$ cat config.mk
export PLATFORM = sky130hd
export DESIGN_NAME = ioirq_ctrl
export DESIGN_NICKNAME = d
export VERILOG_FILES = /design/src/rtl/ioirq_pkg.sv /design/src/rtl/ioirq_regs.sv /design/src/rtl/ioirq_pin.sv /design/src/rtl/ioirq_arb.sv /design/src/rtl/ioirq_ctrl.sv
export SDC_FILE = /design/constraint.sdc
export NUM_CORES = 1
export LEC_CHECK = 0
export ABC_AREA = 0
export BUFFER_PORTS_ARGS = -buffer_cell sky130_fd_sc_hd__buf_2
export CELL_PAD_IN_SITES_DETAIL_PLACEMENT = 1
export CELL_PAD_IN_SITES_GLOBAL_PLACEMENT = 2
export CORE_ASPECT_RATIO = 1.25
export CORE_MARGIN = 4
export CORE_UTILIZATION = 37
export DETAILED_ROUTE_END_ITERATION = 12
export PLACE_DENSITY = 0.88
export SLEW_MARGIN = 20
export SYNTH_ARGS = -nofsm -noshare
export SYNTH_HDL_FRONTEND = slang
export SYNTH_SLANG_ARGS = --single-unit
$ cat constraint.sdc
create_clock -name clk -period 3.1 [get_ports clk]
set_input_delay 0.155 -clock clk [delete_from_list [all_inputs] [get_ports clk]]
set_output_delay 0.155 -clock clk [all_outputs]
set_load 0.02 [all_outputs]
$ cat src/rtl/ioirq_pkg.sv
package ioirq_pkg;
  localparam logic [1:0] A_SEL = 2'd0;
  localparam logic [1:0] A_WIN = 2'd1;
  localparam logic [1:0] A_EOI = 2'd2;

  localparam logic [7:0] IDX_VER  = 8'h01;
  localparam logic [7:0] IDX_BASE = 8'h10;
  localparam logic [7:0] VERSION  = 8'h21;

  typedef struct packed {
    logic [15:0] dest;
    logic        mask;
    logic        level;
    logic        act_low;
    logic [2:0]  mode;
    logic [7:0]  vec;
  } rte_t;

  localparam rte_t RTE_RST = '{dest: 16'd0, mask: 1'b1, level: 1'b0,
                               act_low: 1'b0, mode: 3'd0, vec: 8'd0};

  function automatic logic [31:0] low_word(rte_t e);
    return {15'd0, e.mask, e.level, 1'b0, e.act_low, 2'b00, e.mode, e.vec};
  endfunction
endpackage

$ cat src/rtl/ioirq_regs.sv
module ioirq_regs
  import ioirq_pkg::*;
#(
  parameter int NUM_PINS = 8
) (
  input  logic                      clk,
  input  logic                      rst,
  input  logic                      wr,
  input  logic                      rd,
  input  logic [1:0]                addr,
  input  logic [31:0]               wdata,
  output logic [31:0]               rdata,
  output rte_t [NUM_PINS-1:0]       cfg,
  output logic                      eoi_stb,
  output logic [7:0]                eoi_vec
);
  localparam logic [7:0] MAX_PIN = 8'(NUM_PINS - 1);

  logic [7:0]  sel;
  logic [7:0]  off;
  logic [6:0]  pin_idx;
  logic        hit_ok;
  logic        hit_hi;
  rte_t        cur;
  logic [31:0] win_val;
  logic        unused_bits;

  assign unused_bits = ^{wdata[14], wdata[12:11]};

  always_comb begin
    off     = sel - IDX_BASE;
    pin_idx = off[7:1];
    hit_hi  = off[0];
    hit_ok  = (sel >= IDX_BASE) && (int'(pin_idx) < NUM_PINS);
    cur     = RTE_RST;
    for (int i = 0; i < NUM_PINS; i++)
      if (int'(pin_idx) == i) cur = cfg[i];
    if (sel == IDX_VER)
      win_val = {8'd0, MAX_PIN, 8'd0, VERSION};
    else if (hit_ok)
      win_val = hit_hi ? {cur.dest, 16'd0} : low_word(cur);
    else
      win_val = 32'd0;
  end

  always_ff @(posedge clk) begin
    if (rst) begin
      sel     <= 8'd0;
      rdata   <= 32'd0;
      eoi_stb <= 1'b0;
      eoi_vec <= 8'd0;
      for (int i = 0; i < NUM_PINS; i++) cfg[i] <= RTE_RST;
    end else begin
      eoi_stb <= wr && (addr == A_EOI);
      if (wr && (addr == A_EOI)) eoi_vec <= wdata[7:0];
      if (wr && (addr == A_SEL)) sel <= wdata[7:0];
      if (wr && (addr == A_WIN) && hit_ok) begin
        for (int i = 0; i < NUM_PINS; i++) begin
          if (int'(pin_idx) == i) begin
            if (hit_hi) begin
              cfg[i].dest <= wdata[31:16];
            end else begin
              cfg[i].vec     <= wdata[7:0];
              cfg[i].mode    <= wdata[10:8];
              cfg[i].act_low <= wdata[13];
              cfg[i].level   <= wdata[15];
              cfg[i].mask    <= wdata[16];
            end
          end
        end
      end
      if (rd) begin
        case (addr)
          A_SEL:   rdata <= {24'd0, sel};
          A_WIN:   rdata <= win_val;
          default: rdata <= 32'd0;
        endcase
      end
    end
  end
endmodule

$ cat src/rtl/ioirq_pin.sv
module ioirq_pin (
  input  logic       clk,
  input  logic       rst,
  input  logic       pin_in,
  input  logic       mask,
  input  logic       level,
  input  logic       act_low,
  input  logic [7:0] vec,
  input  logic       eoi_stb,
  input  logic [7:0] eoi_vec,
  input  logic       take,
  output logic       req
);
  logic sync1, sync2, prev_act, edge_pend, in_svc;
  logic act;

  assign act = sync2 ^ act_low;
  assign req = level ? (act & ~mask & ~in_svc) : edge_pend;

  always_ff @(posedge clk) begin
    if (rst) begin
      sync1     <= 1'b0;
      sync2     <= 1'b0;
      prev_act  <= 1'b0;
      edge_pend <= 1'b0;
      in_svc    <= 1'b0;
    end else begin
      sync1    <= pin_in;
      sync2    <= sync1;
      prev_act <= act;
      if (mask || level)          edge_pend <= 1'b0;
      else if (act && !prev_act)  edge_pend <= 1'b1;
      else if (take)              edge_pend <= 1'b0;
      if (!level)                           in_svc <= 1'b0;
      else if (take)                        in_svc <= 1'b1;
      else if (eoi_stb && eoi_vec == vec)   in_svc <= 1'b0;
    end
  end
endmodule

$ cat src/rtl/ioirq_arb.sv
module ioirq_arb
  import ioirq_pkg::*;
#(
  parameter int NUM_PINS = 8
) (
  input  logic                 clk,
  input  logic                 rst,
  input  logic [NUM_PINS-1:0]  req,
  input  rte_t [NUM_PINS-1:0]  cfg,
  input  logic                 ready,
  output logic                 valid,
  output logic [7:0]           vec,
  output logic [15:0]          dest,
  output logic [2:0]           mode,
  output logic [NUM_PINS-1:0]  grant
);
  localparam int IW = (NUM_PINS > 1) ? $clog2(NUM_PINS) : 1;

  logic [IW-1:0] pick, held;
  logic          any;
  rte_t          pick_e;
  logic          unused_cfg;

  always_comb begin
    pick = '0;
    any  = 1'b0;
    for (int i = NUM_PINS - 1; i >= 0; i--) begin
      if (req[i]) begin
        pick = IW'(i);
        any  = 1'b1;
      end
    end
    pick_e = RTE_RST;
    for (int i = 0; i < NUM_PINS; i++)
      if (pick == IW'(i)) pick_e = cfg[i];
    unused_cfg = pick_e.mask ^ pick_e.level ^ pick_e.act_low;
  end

  generate
    for (genvar g = 0; g < NUM_PINS; g++) begin : g_grant
      assign grant[g] = valid && ready && (held == IW'(g));
    end
  endgenerate

  always_ff @(posedge clk) begin
    if (rst) begin
      valid <= 1'b0;
      held  <= '0;
      vec   <= 8'd0;
      dest  <= 16'd0;
      mode  <= 3'd0;
    end else if (!valid) begin
      if (any) begin
        valid <= 1'b1;
        held  <= pick;
        vec   <= pick_e.vec;
        dest  <= pick_e.dest;
        mode  <= pick_e.mode;
      end
    end else if (ready) begin
      valid <= 1'b0;
    end
  end
endmodule

$ cat src/rtl/ioirq_ctrl.sv
module ioirq_ctrl
  import ioirq_pkg::*;
#(
  parameter int NUM_PINS = 8
) (
  input  logic                clk,
  input  logic                rst,
  input  logic                reg_wr,
  input  logic                reg_rd,
  input  logic [1:0]          reg_addr,
  input  logic [31:0]         reg_wdata,
  output logic [31:0]         reg_rdata,
  input  logic [NUM_PINS-1:0] irq_in,
  output logic                msg_valid,
  input  logic                msg_ready,
  output logic [7:0]          msg_vector,
  output logic [15:0]         msg_dest,
  output logic [2:0]          msg_mode
);
  rte_t [NUM_PINS-1:0] cfg;
  logic                eoi_stb;
  logic [7:0]          eoi_vec;
  logic [NUM_PINS-1:0] req;
  logic [NUM_PINS-1:0] grant;

  ioirq_regs #(.NUM_PINS(NUM_PINS)) u_regs (
    .clk(clk), .rst(rst), .wr(reg_wr), .rd(reg_rd), .addr(reg_addr),
    .wdata(reg_wdata), .rdata(reg_rdata), .cfg(cfg),
    .eoi_stb(eoi_stb), .eoi_vec(eoi_vec)
  );

  generate
    for (genvar g = 0; g < NUM_PINS; g++) begin : g_pin
      ioirq_pin u_pin (
        .clk(clk), .rst(rst), .pin_in(irq_in[g]),
        .mask(cfg[g].mask), .level(cfg[g].level), .act_low(cfg[g].act_low),
        .vec(cfg[g].vec), .eoi_stb(eoi_stb), .eoi_vec(eoi_vec),
        .take(grant[g]), .req(req[g])
      );
    end
  endgenerate

  ioirq_arb #(.NUM_PINS(NUM_PINS)) u_arb (
    .clk(clk), .rst(rst), .req(req), .cfg(cfg), .ready(msg_ready),
    .valid(msg_valid), .vec(msg_vector), .dest(msg_dest), .mode(msg_mode),
    .grant(grant)
  );
endmodule

==> results of run 1 <==
==> cells in the final DEF, fill, tap and decap left out, drive strengths merged, types with 25 or more instances in the layout <==
| cell type | netlist | layout |
|---|---|---|
| a221oi | 40 | 40 |
| nand2 | 354 | 354 |
| nor2b | 25 | 25 |
| buf | 61 | 219 |
| a21oi | 216 | 216 |
| nor2 | 207 | 207 |
| xor2 | 58 | 58 |
| mux2i | 125 | 125 |
| nand3 | 133 | 133 |
| dfxtp | 357 | 357 |
| o21ai | 74 | 74 |
| clkbuf | 127 | 68 |
| o31ai | 29 | 29 |
| dlygate4sd3 | 0 | 38 |
| a22oi | 30 | 30 |
==> cell usage after synthesis, types with 10 or more instances <==
cell and count:
buf_2 39, a221oi_1 39, mux2i_1 125, o21ai_0 72, buf_4 12, o22ai_1 16
a222oi_1 10, a21oi_1 214, a22oi_1 29, nand3_1 131, xor2_1 58, nor2b_1 24
nor2_1 199, mux4_2 19, clkbuf_1 126, o31ai_1 29, xnor2_1 19, nand2_1 351
nand3b_1 19, a22o_1 16, nor4_1 18, inv_1 15, a211oi_1 11, nand2b_1 10
dfxtp_1 357
==> timing repair <==
item | CTS | global route
hold endpoints to repair | 197 | 0
endpoints found under the setup margin | 0 | 2
resized for setup | 0 | 1
hold buffers | 38 | 0
buffers inserted | 0 | 1
==> sequential cells by signal (all words and copies together) (netlist names), 3 cells and up <==
name / cells
u_arb.mode: 3
u_regs.cfg: 240
u_arb.held: 3
g_pin.u_pin.in_svc: 8
u_regs.rdata: 29
u_arb.vec: 8
g_pin.u_pin.edge_pend: 8
g_pin.u_pin.sync2: 8
u_regs.sel: 8
g_pin.u_pin.prev_act: 8
u_arb.dest: 16
u_regs.eoi_vec: 8
g_pin.u_pin.sync1: 8
==> through the flow <==
step / hold slack [ns] / std cells / area [sq um]
2_1_floorplan: 0.247 / 2099 / 17400
3_3_place_gp: 0.374 / 2758 / 19000
3_5_place_dp: 0.375 / 2759 / 19000
4_1_cts: 0.00477 / 2870 / 20700
5_1_grt: 0.0241 / 2871 / 20800
6_report: 0.0335 / 2871 / 20800
==> path summary, 6_finish.rpt <==
| check | to | slack (ns) | depth (start not counted) |
|---|---|---|---|
| setup / recovery | u_arb.dest[5] | 0.19 | 9 |
| hold / removal | u_regs.cfg[216] | 0.03 | 3 |
| setup reg to reg | u_arb.dest[5] | 0.19 | 9 |
| hold reg to reg | g_pin[6].u_pin.sync2 | 0.44 | 1 |
==> routing by layer <==
metal | share of wire [%] | GRT usage (%) | routed length [microns]
met5 | 0 | 0 | 0
met4 | 7.9 | 19.7 | 5800
met3 | 5.1 | 3.42 | 3750
met2 | 50 | 49.5 | 36500
met1 | 37 | 31.7 | 27200
==> cell type report <==
class                   count  share of cell area [%]
clock buffers              68                    6.12
clock inverters             5                   0.380
inverters                  16                   0.289
multi-input cells        1538                    45.4
flip-flops and latches    357                    34.5
well taps                 630                    3.80
repair buffers            257                    9.57
==> cells by family after synthesis <==
kind of cell / Yosys count / share of synthesized area, %
and+or+nand+nor: 803 / 20.8
muxes: 153 / 10.3
adders and majority gates: 3 / 0.216
buffers and inverters: 204 / 5.16
xor gates and xnor gates: 77 / 3.88
AOI/OAI and AO/OA: 499 / 18.6
other: 1 / 0.0216
DFF: 357 / 41.1
==> where the power goes <==
group	switching [mW]	internal (mW)	leakage [nW]	total [mW]
Sequential	0.0416	4.61	2.88	4.65
Combinational	0.306	0.147	3.90	0.454
Clock	2.02	2.95	0.660	4.96
Total	2.36	7.70	7.44	10.1
==> critical path, stage by stage, from the launching register on <==
cell and delay (ns):
dfxtp_1 0.32, xor2_1 0.20, a31o_2 0.29, buf_4 0.22, nor4_4 0.39, nand2_2 0.19, nor2_4 0.57, a221oi_1 0.20
buf_4 0.18, o31ai_1 0.24
==> results.yml, run 1 <==
clock_tree:
  cts_buffer_depth: 3
  cts_tree: "done"
  cts_root_buf: "clkbuf_16"
  htree_levels: 2
  cts.sinks: 357
  worstSkewPairLatency_ns: 0.58
  numCtsBuffers: 41
  clk_pin_slew_ns: 0.06
drt:
  wl_per_cell_microns: 25.5
  drt-pass1-iter-count: 7
  drcViolationCount: 0
  drt_wl_total_mm: 73.3
  drt_iter0_drc: 1333
  ant_nets: 0
  routed_via_density: 5.89
  via_count: 16900
hold_path:
  hold_class: "input pin to flip-flop"
  min_from: "reg_wdata[6]"
timing:
  setup_slack_ns: 0.192
  finalMaxSlewViolations: 0
  rsz0062_at_grt: "false"
  final.setup.tns_ns: 0
  slew_headroom_pct: 41.1
  skew_ns: 0.0257
  fmax_mhz: 344
  setup_viol: 0
  hold_violations: 0
  period_share_pct: 93.8
  tightest_slew_ns: 0.878
  min_period_ns: 2.91
logic_synthesis:
  synth.area.top_cells: "dfxtp_1 41%, nand2_1 7.6%, mux2i_1 7.2%"
  mappedNetlistArea_sq_um: 17400
  ys_seq_area_share_pct: 41.1
  ys_seq_elements: 357
  ys_types: 83
  yosys_warnings: 0
  synth_top_area_share_pct: 41.1
  synth_top_cell_by_area: "dfxtp_1"
  synth_edf_count: 0
  syn_avg_cell_area_sq_um: 8.29
  synthArstFlopShare_pct: 0
  syn_inst: 2097
  synth_top_flop_cell: "dfxtp_1"
floorplan:
  core_area_sq_um: 46400
  rows: 88
  die_area_sq_um: 50600
  die_h_microns: 250
  die_w_microns: 202
  start_util_pct: 37.5
  ios: 107
critical_path:
  start_kind: "flip-flop"
  worstReg2RegStart: "u_regs.cfg[71]"
  arrival_ns: 3.39
  crit_path_start: "u_regs.cfg[71]"
  cp-end-kind: "flip-flop"
  required_ns: 3.58
  crit_type: "flip-flop to flip-flop"
  critPathMaxFanout: 16
cells_and_area:
  seq_area_sq_um: 7150
  syn_to_final_growth_pct: 19.4
  multi_input_area_sq_um: 9430
  utilization_pct: 44.8
  nFillCells: 5441
  drive_above_1_share_pct: 15.8
  finish.net_count: 2261
  diodes: 0
job:
  maxCapViolCount: 0
place:
  hpwlAfterDp_mm: 52.2
  io_buffers: 100
  dp_slack_ns: 0.192
  place_congestion: 0.923
pwr:
  peakVddDrop_mv: 0.391
  power.density_nw_per_um2: 485
  leakagePower_nw: 7.44
  total_power_mw: 10.1
grt:
  grt_usage_pct: 28.2
  grt_start_max_net_pins: 153
  grt_pass1_wl_mm: 110
  antenna_found_initial: 0
  grt_pass1_vias: 17700
  grt_overflow: 0
status:
  status: "finished, final reports clean"
Note: power is estimated with default switching activity, not from simulation.
==> inputs of run 2 (changes only) <==
ABC_CLOCK_PERIOD_IN_PS = 3100   (was unset)
BUFFER_PORTS_ARGS = unset   (was -buffer_cell sky130_fd_sc_hd__buf_2)
CAP_MARGIN = 20   (was unset)
CORE_UTILIZATION = 39   (was 37)
DONT_BUFFER_PORTS = 1   (was unset)
PLACE_DENSITY = 0.89   (was 0.88)
==> run 2 against run 1 <==
  * The run now ends with negative hold slack left
  * Critical path depth shrank 2
  * Core utilization grew 3.3 points
  * Final area grew 2.1%
  * Clock-buffer cell count shrank 9
  * Sequential share of layout area shrank 0.71 points
  * Non-clock buffer count shrank 3
  * Via count grew 1.6%
  * Combinational power shrank 22%
  * Critical endpoint is now u_regs.rdata[2]
  * Highest routed layer unchanged
==> results.yml, run 2 (synthesis gave the netlist of run 1 again) <==
critical_path:
  critPathMaxFanout: 29
  worstReg2RegStart: "u_regs.sel[2]"
  arrival_ns: 3.50
  ff2ff_setup_slack_ns: 0.04
  cp-end-kind: "flip-flop"
  crit_type: "flip-flop to flip-flop"
  crit_path_start: "u_regs.sel[2]"
  required_ns: 3.54
  start_kind: "flip-flop"
floorplan:
  die_area_sq_um: 48100
  core_area_sq_um: 44100
  ios: 107
  rows: 86
  die_w_microns: 197
  die_h_microns: 244
  start_util_pct: 39.4
cells_and_area:
  drive_above_1_share_pct: 10.7
  syn_to_final_growth_pct: 21.9
  nFillCells: 5181
  fin_cells: 2810
  largest_reg_flops: 240
  finish.net_count: 2258
  reg.largest.list: "u_regs.cfg x240, u_regs.rdata x29, u_arb.dest x16"
  layout_commonest_cell: "dfxtp_1"
  top_register: "u_regs.cfg"
  final_cell_mix: "354 x dfxtp_1, 350 x nand2_1, 214 x a21oi_1"
status:
  violations: "negative hold slack"
  status: "complete, but fails checks"
drt:
  wl_per_cell_microns: 27.7
  drt_wl_total_mm: 77.7
  drcViolationCount: 0
  ant_nets: 0
  drt-pass1-iter-count: 7
  drt_iter0_drc: 1421
  via_count: 17200
  routed_via_density: 6.11
place:
  hpwlAfterDp_mm: 51.2
  place_inst: 2579
  io_buffers: 0
  place_congestion: 0.968
clock_tree:
  clk_pin_slew_ns: 0.06
  htree_levels: 2
  worstSkewPairLatency_ns: 0.56
  cts_root_buf: "clkbuf_16"
  cts.sinks: 357
  numCtsBuffers: 41
  cts_tree: "done"
  cts_buffer_depth: 3
timing:
  fmax_mhz: 327
  tightest_slew_ns: 1.20
  min_period_ns: 3.06
  skew_ns: 0.0125
  period_share_pct: 98.7
  slew_headroom_pct: 19.4
  hold_violations: 208
  whs_ns: -0.320
  setup_viol: 0
  finalMaxSlewViolations: 0
grt:
  grt_pass1_vias: 17800
  grt_start_max_net_pins: 337
  grt_overflow: 0
  grt_usage_pct: 30.3
  antenna_found_initial: 4
  grt_pass1_wl_mm: 112
pwr:
  leakagePower_nw: 7.56
  total_power_mw: 10.1
  power.density_nw_per_um2: 477
  peakVddDrop_mv: 0.505
hold_path:
  hold_class: "input pin to flip-flop"
  min_from: "rst"
job:
  maxCapViolCount: 0
run 2: cell types whose count changed in the layout (fill, tap and decap cells not counted), moves of 3 or more:
cell	delta
bufinv_16	+3
buf_12	-6
clkbuf_1	-8
diode_2	+4
buf_2	-99
dlygate4sd3_1	+118
buf_4	-16
run 2: layer usage:
layer / up-vias / part of all wire [%] / GRT usage (%)
li1: 7608 / - / -
met1: 8527 / 35 / 33.3
met2: 717 / 49 / 52.8
met3: 331 / 5.3 / 4.04
met4: 0 / 10 / 23.0
met5: - / 0 / 0
run 2: where the power goes:
group	internal (mW)	switching [mW]	leakage (nW)	total (mW)
Sequential	4.61	0.0447	2.88	4.65
Clock	3.09	2.01	0.679	5.10
Combinational	0.139	0.215	4.00	0.354
Total	7.84	2.27	7.56	10.1
run 2: worst max-delay path, stage by stage (launching register included):
cell and delay, ns:
dfxtp_4 0.74, buf_4 0.45, mux4_2 0.39, mux2i_1 0.40
nor2_1 0.11, a221oi_1 0.23, nor2_1 0.06, dlygate4sd3_1 0.56
run 2: cell type report:
| type | instances | area, sq um | share of cell area, % |
|---|---|---|---|
| multi-input cells | 1538 | 9450 | 44.6 |
| well taps | 572 | 716 | 3.37 |
| inverters | 16 | 60.1 | 0.283 |
| diodes | 4 | 10.0 | 0.0472 |
| clock buffers | 59 | 1200 | 5.68 |
| flip-flops and latches | 357 | 7160 | 33.7 |
| repair buffers | 254 | 2430 | 11.5 |
| clock inverters | 10 | 178 | 0.838 |
run 2: through the flow:
stage | setup slack [ns] | setup TNS, ns | utilization, % | hold WS [ns] | cell area (sq um)
final | 0.0392 | 0 | 48.1 | -0.320 | 21200
after floorplan | 0.679 | 0 | - | 0.247 | 17400
after global routing | -0.0217 | -0.0442 | 48.1 | -0.333 | 21200
after CTS | 0.00804 | 0 | 47.1 | -0.322 | 20800
after detailed placement | 0.109 | 0 | 41.3 | 0.253 | 18200
after global placement | 0.0570 | 0 | 41.2 | 0.244 | 18200
run 2: what timing repair did:
| action | in CTS | in global routing |
|---|---|---|
| hold buffers | 118 | 38 |
| gates resized for setup | 0 | 8 |
| setup endpoints to repair | 0 | 88 |
| hold endpoints to repair | 340 | 225 |
| buffers inserted | 0 | 2 |
run 2: path summary, 6_finish.rpt:
| kind | depth (start not counted) | end |
|---|---|---|
| setup / recovery | 7 | u_regs.rdata[2] |
| setup reg to reg | 7 | u_regs.rdata[2] |
| hold / removal | 1 | u_regs.cfg[216] |
| hold reg to reg | 2 | u_regs.cfg[224] |
==> inputs of run 3 (changes only) <==
RECOVER_POWER = 25   (was unset)
==> run 3 against run 2 <==
  * The run ends with negative hold slack, max-capacitance violations, max-slew violations left
  * Routed wire length is 0.13% higher
  * Combinational power hardly changed
  * Final area hardly changed
  * Die area stayed put
  * Total power hardly changed
  * Register-to-register slack hardly changed
  * Critical path type unchanged
  * Global-route usage stayed put
  * First-iteration DRC count is 1.1% higher
  * Sequential share of layout area hardly changed
==> results.yml, run 3 (synthesis gave the netlist of run 1 again) <==
status:
  status: "complete, but fails checks"
  violations: "negative hold slack, max-capacitance violations, max-slew violations"
critical_path:
  worst_r2r_path_depth: 7
  start_kind: "flip-flop"
  ff2ff_setup_slack_ns: 0.04
  crit_type: "flip-flop to flip-flop"
  arrival_ns: 3.50
  cp-end-kind: "flip-flop"
  worstReg2RegStart: "u_regs.sel[2]"
  r2r_end: "u_regs.rdata[2]"
  required_ns: 3.54
  critPathMaxFanout: 29
drt:
  ant_nets: 0
  drcViolationCount: 0
  routed_via_density: 6.13
  wl_per_cell_microns: 27.7
  drt-pass1-iter-count: 5
  drt_wl_total_mm: 77.8
  drt_iter0_drc: 1436
  via_count: 17200
clock_tree:
  worstSkewPairLatency_ns: 0.56
  cts.sinks: 357
  htree_levels: 2
  cts_root_buf: "clkbuf_16"
  cts_tree: "done"
  numCtsBuffers: 41
  clk_pin_slew_ns: 0.06
  cts_buffer_depth: 3
timing:
  fmax_mhz: 327
  tightest_slew_ns: 1.78
  hold_violations: 208
  period_share_pct: 98.6
  setup_viol: 0
  skew_ns: 0.0153
  slew_headroom_pct: -19.8
  min_period_ns: 3.06
  finalMaxSlewViolations: 12
  final.setup.tns_ns: 0
  whs_ns: -0.321
hold_path:
  min_delay_path_depth: 1
  hold_class: "input pin to flip-flop"
  min_to: "u_regs.cfg[222]"
  min_from: "rst"
cells_and_area:
  reg.largest.list: "u_regs.cfg x240, u_regs.rdata x29, u_arb.dest x16"
  top_register: "u_regs.cfg"
  drive_above_1_share_pct: 10.5
  layout_commonest_cell: "dfxtp_1"
  finish.net_count: 2258
  final_cell_mix: "354 x dfxtp_1, 350 x nand2_1, 214 x a21oi_1"
  largest_reg_flops: 240
  fin_area_sq_um: 21200
  syn_to_final_growth_pct: 21.8
floorplan:
  core_area_sq_um: 44100
  start_util_pct: 39.4
  die_area_sq_um: 48100
  die_w_microns: 197
  die_h_microns: 244
  ios: 107
  rows: 86
grt:
  grt_usage_pct: 30.3
  grt_overflow: 0
  grt_pass1_vias: 17800
  grt_pass1_wl_mm: 112
  antenna_found_initial: 4
  grt_start_max_net_pins: 337
place:
  placed_area_sq_um: 18200
  io_buffers: 0
  place_congestion: 0.968
  hpwlAfterDp_mm: 51.2
pwr:
  peakVddDrop_mv: 0.507
  total_power_mw: 10.1
  leakagePower_nw: 7.55
  power.density_nw_per_um2: 477
job:
  maxCapViolCount: 1
run 3: cell types whose count changed in the layout (fill, tap and decap cells not counted), sizes merged:
| cell | change |
|---|---|
| buf | -3 |
| clkbuf | +3 |
run 3: power by group:
part / switching [mW] / internal, mW / leakage, nW / total (mW)
Combinational: 0.214 / 0.139 / 3.98 / 0.353
Clock: 2.01 / 3.09 / 0.679 / 5.11
Sequential: 0.0448 / 4.61 / 2.88 / 4.65
Total: 2.27 / 7.84 / 7.55 / 10.1
run 3: how the worst max path moves through the flow:
| stage | slack (ns) | from | cells past startpoint | endpoint |
|---|---|---|---|---|
| floorplan | 0.68 | u_regs.sel[4] | 9 | u_regs.cfg[163] |
| global placement | 0.06 | u_regs.cfg[101] | 8 | u_arb.vec[5] |
| detailed placement | 0.11 | u_regs.sel[4] | 9 | u_regs.cfg[133] |
| CTS | 0.008 | u_regs.sel[4] | 12 | u_regs.cfg[117] |
| global route | -0.02 | u_regs.sel[4] | 11 | u_regs.cfg[17] |
| finish | 0.04 | u_regs.sel[2] | 7 | u_regs.rdata[2] |
run 3: metrics by stage:
step | cells | setup slack [ns] | util, % | hold WS, ns
final | 2810 | 0.0432 | 48.0 | -0.321
after global routing | 2808 | -0.0217 | 48.0 | -0.333
after CTS | 2766 | 0.00804 | 47.1 | -0.322
after detailed placement | 2579 | 0.109 | 41.3 | 0.253
after global placement | 2579 | 0.0570 | 41.2 | 0.244
after floorplan | 2099 | 0.679 | - | 0.247
run 3: per-layer routing:
metal  GRT usage, %  up-vias  routed length [microns]
li1               -     7611                        -
met1           33.3     8594                    27700
met2           52.8      686                    38300
met3           4.04      330                     3850
met4           23.0        0                     7990
met5              0        -                        0
run 3: repair_timing:
action | 4_1_cts | 5_1_grt
endpoints found under the hold margin | 340 | 225
setup buffers | 0 | 2
hold buffers | 118 | 38
resized for setup | 0 | 8
endpoints found under the setup margin | 0 | 88
run 3: final cells by class:
cell class	instances	area, sq um
Antenna cell	4	10.0
Clock buffer	59	1200
Clock inverter	10	178
Fill cell	5185	22900
Inverter	16	60.1
Multi-Input combinational cell	1538	9450
Sequential cell	357	7160
Tap cell	572	716
Timing Repair Buffer	254	2420
run 3: critical path: stages (launching register included):
cell and delay (ns):
dfxtp_4 0.74, buf_4 0.45, mux4_2 0.39, mux2i_1 0.40, nor2_1 0.11, a221oi_1 0.23, nor2_1 0.06, dlygate4sd3_1 0.55
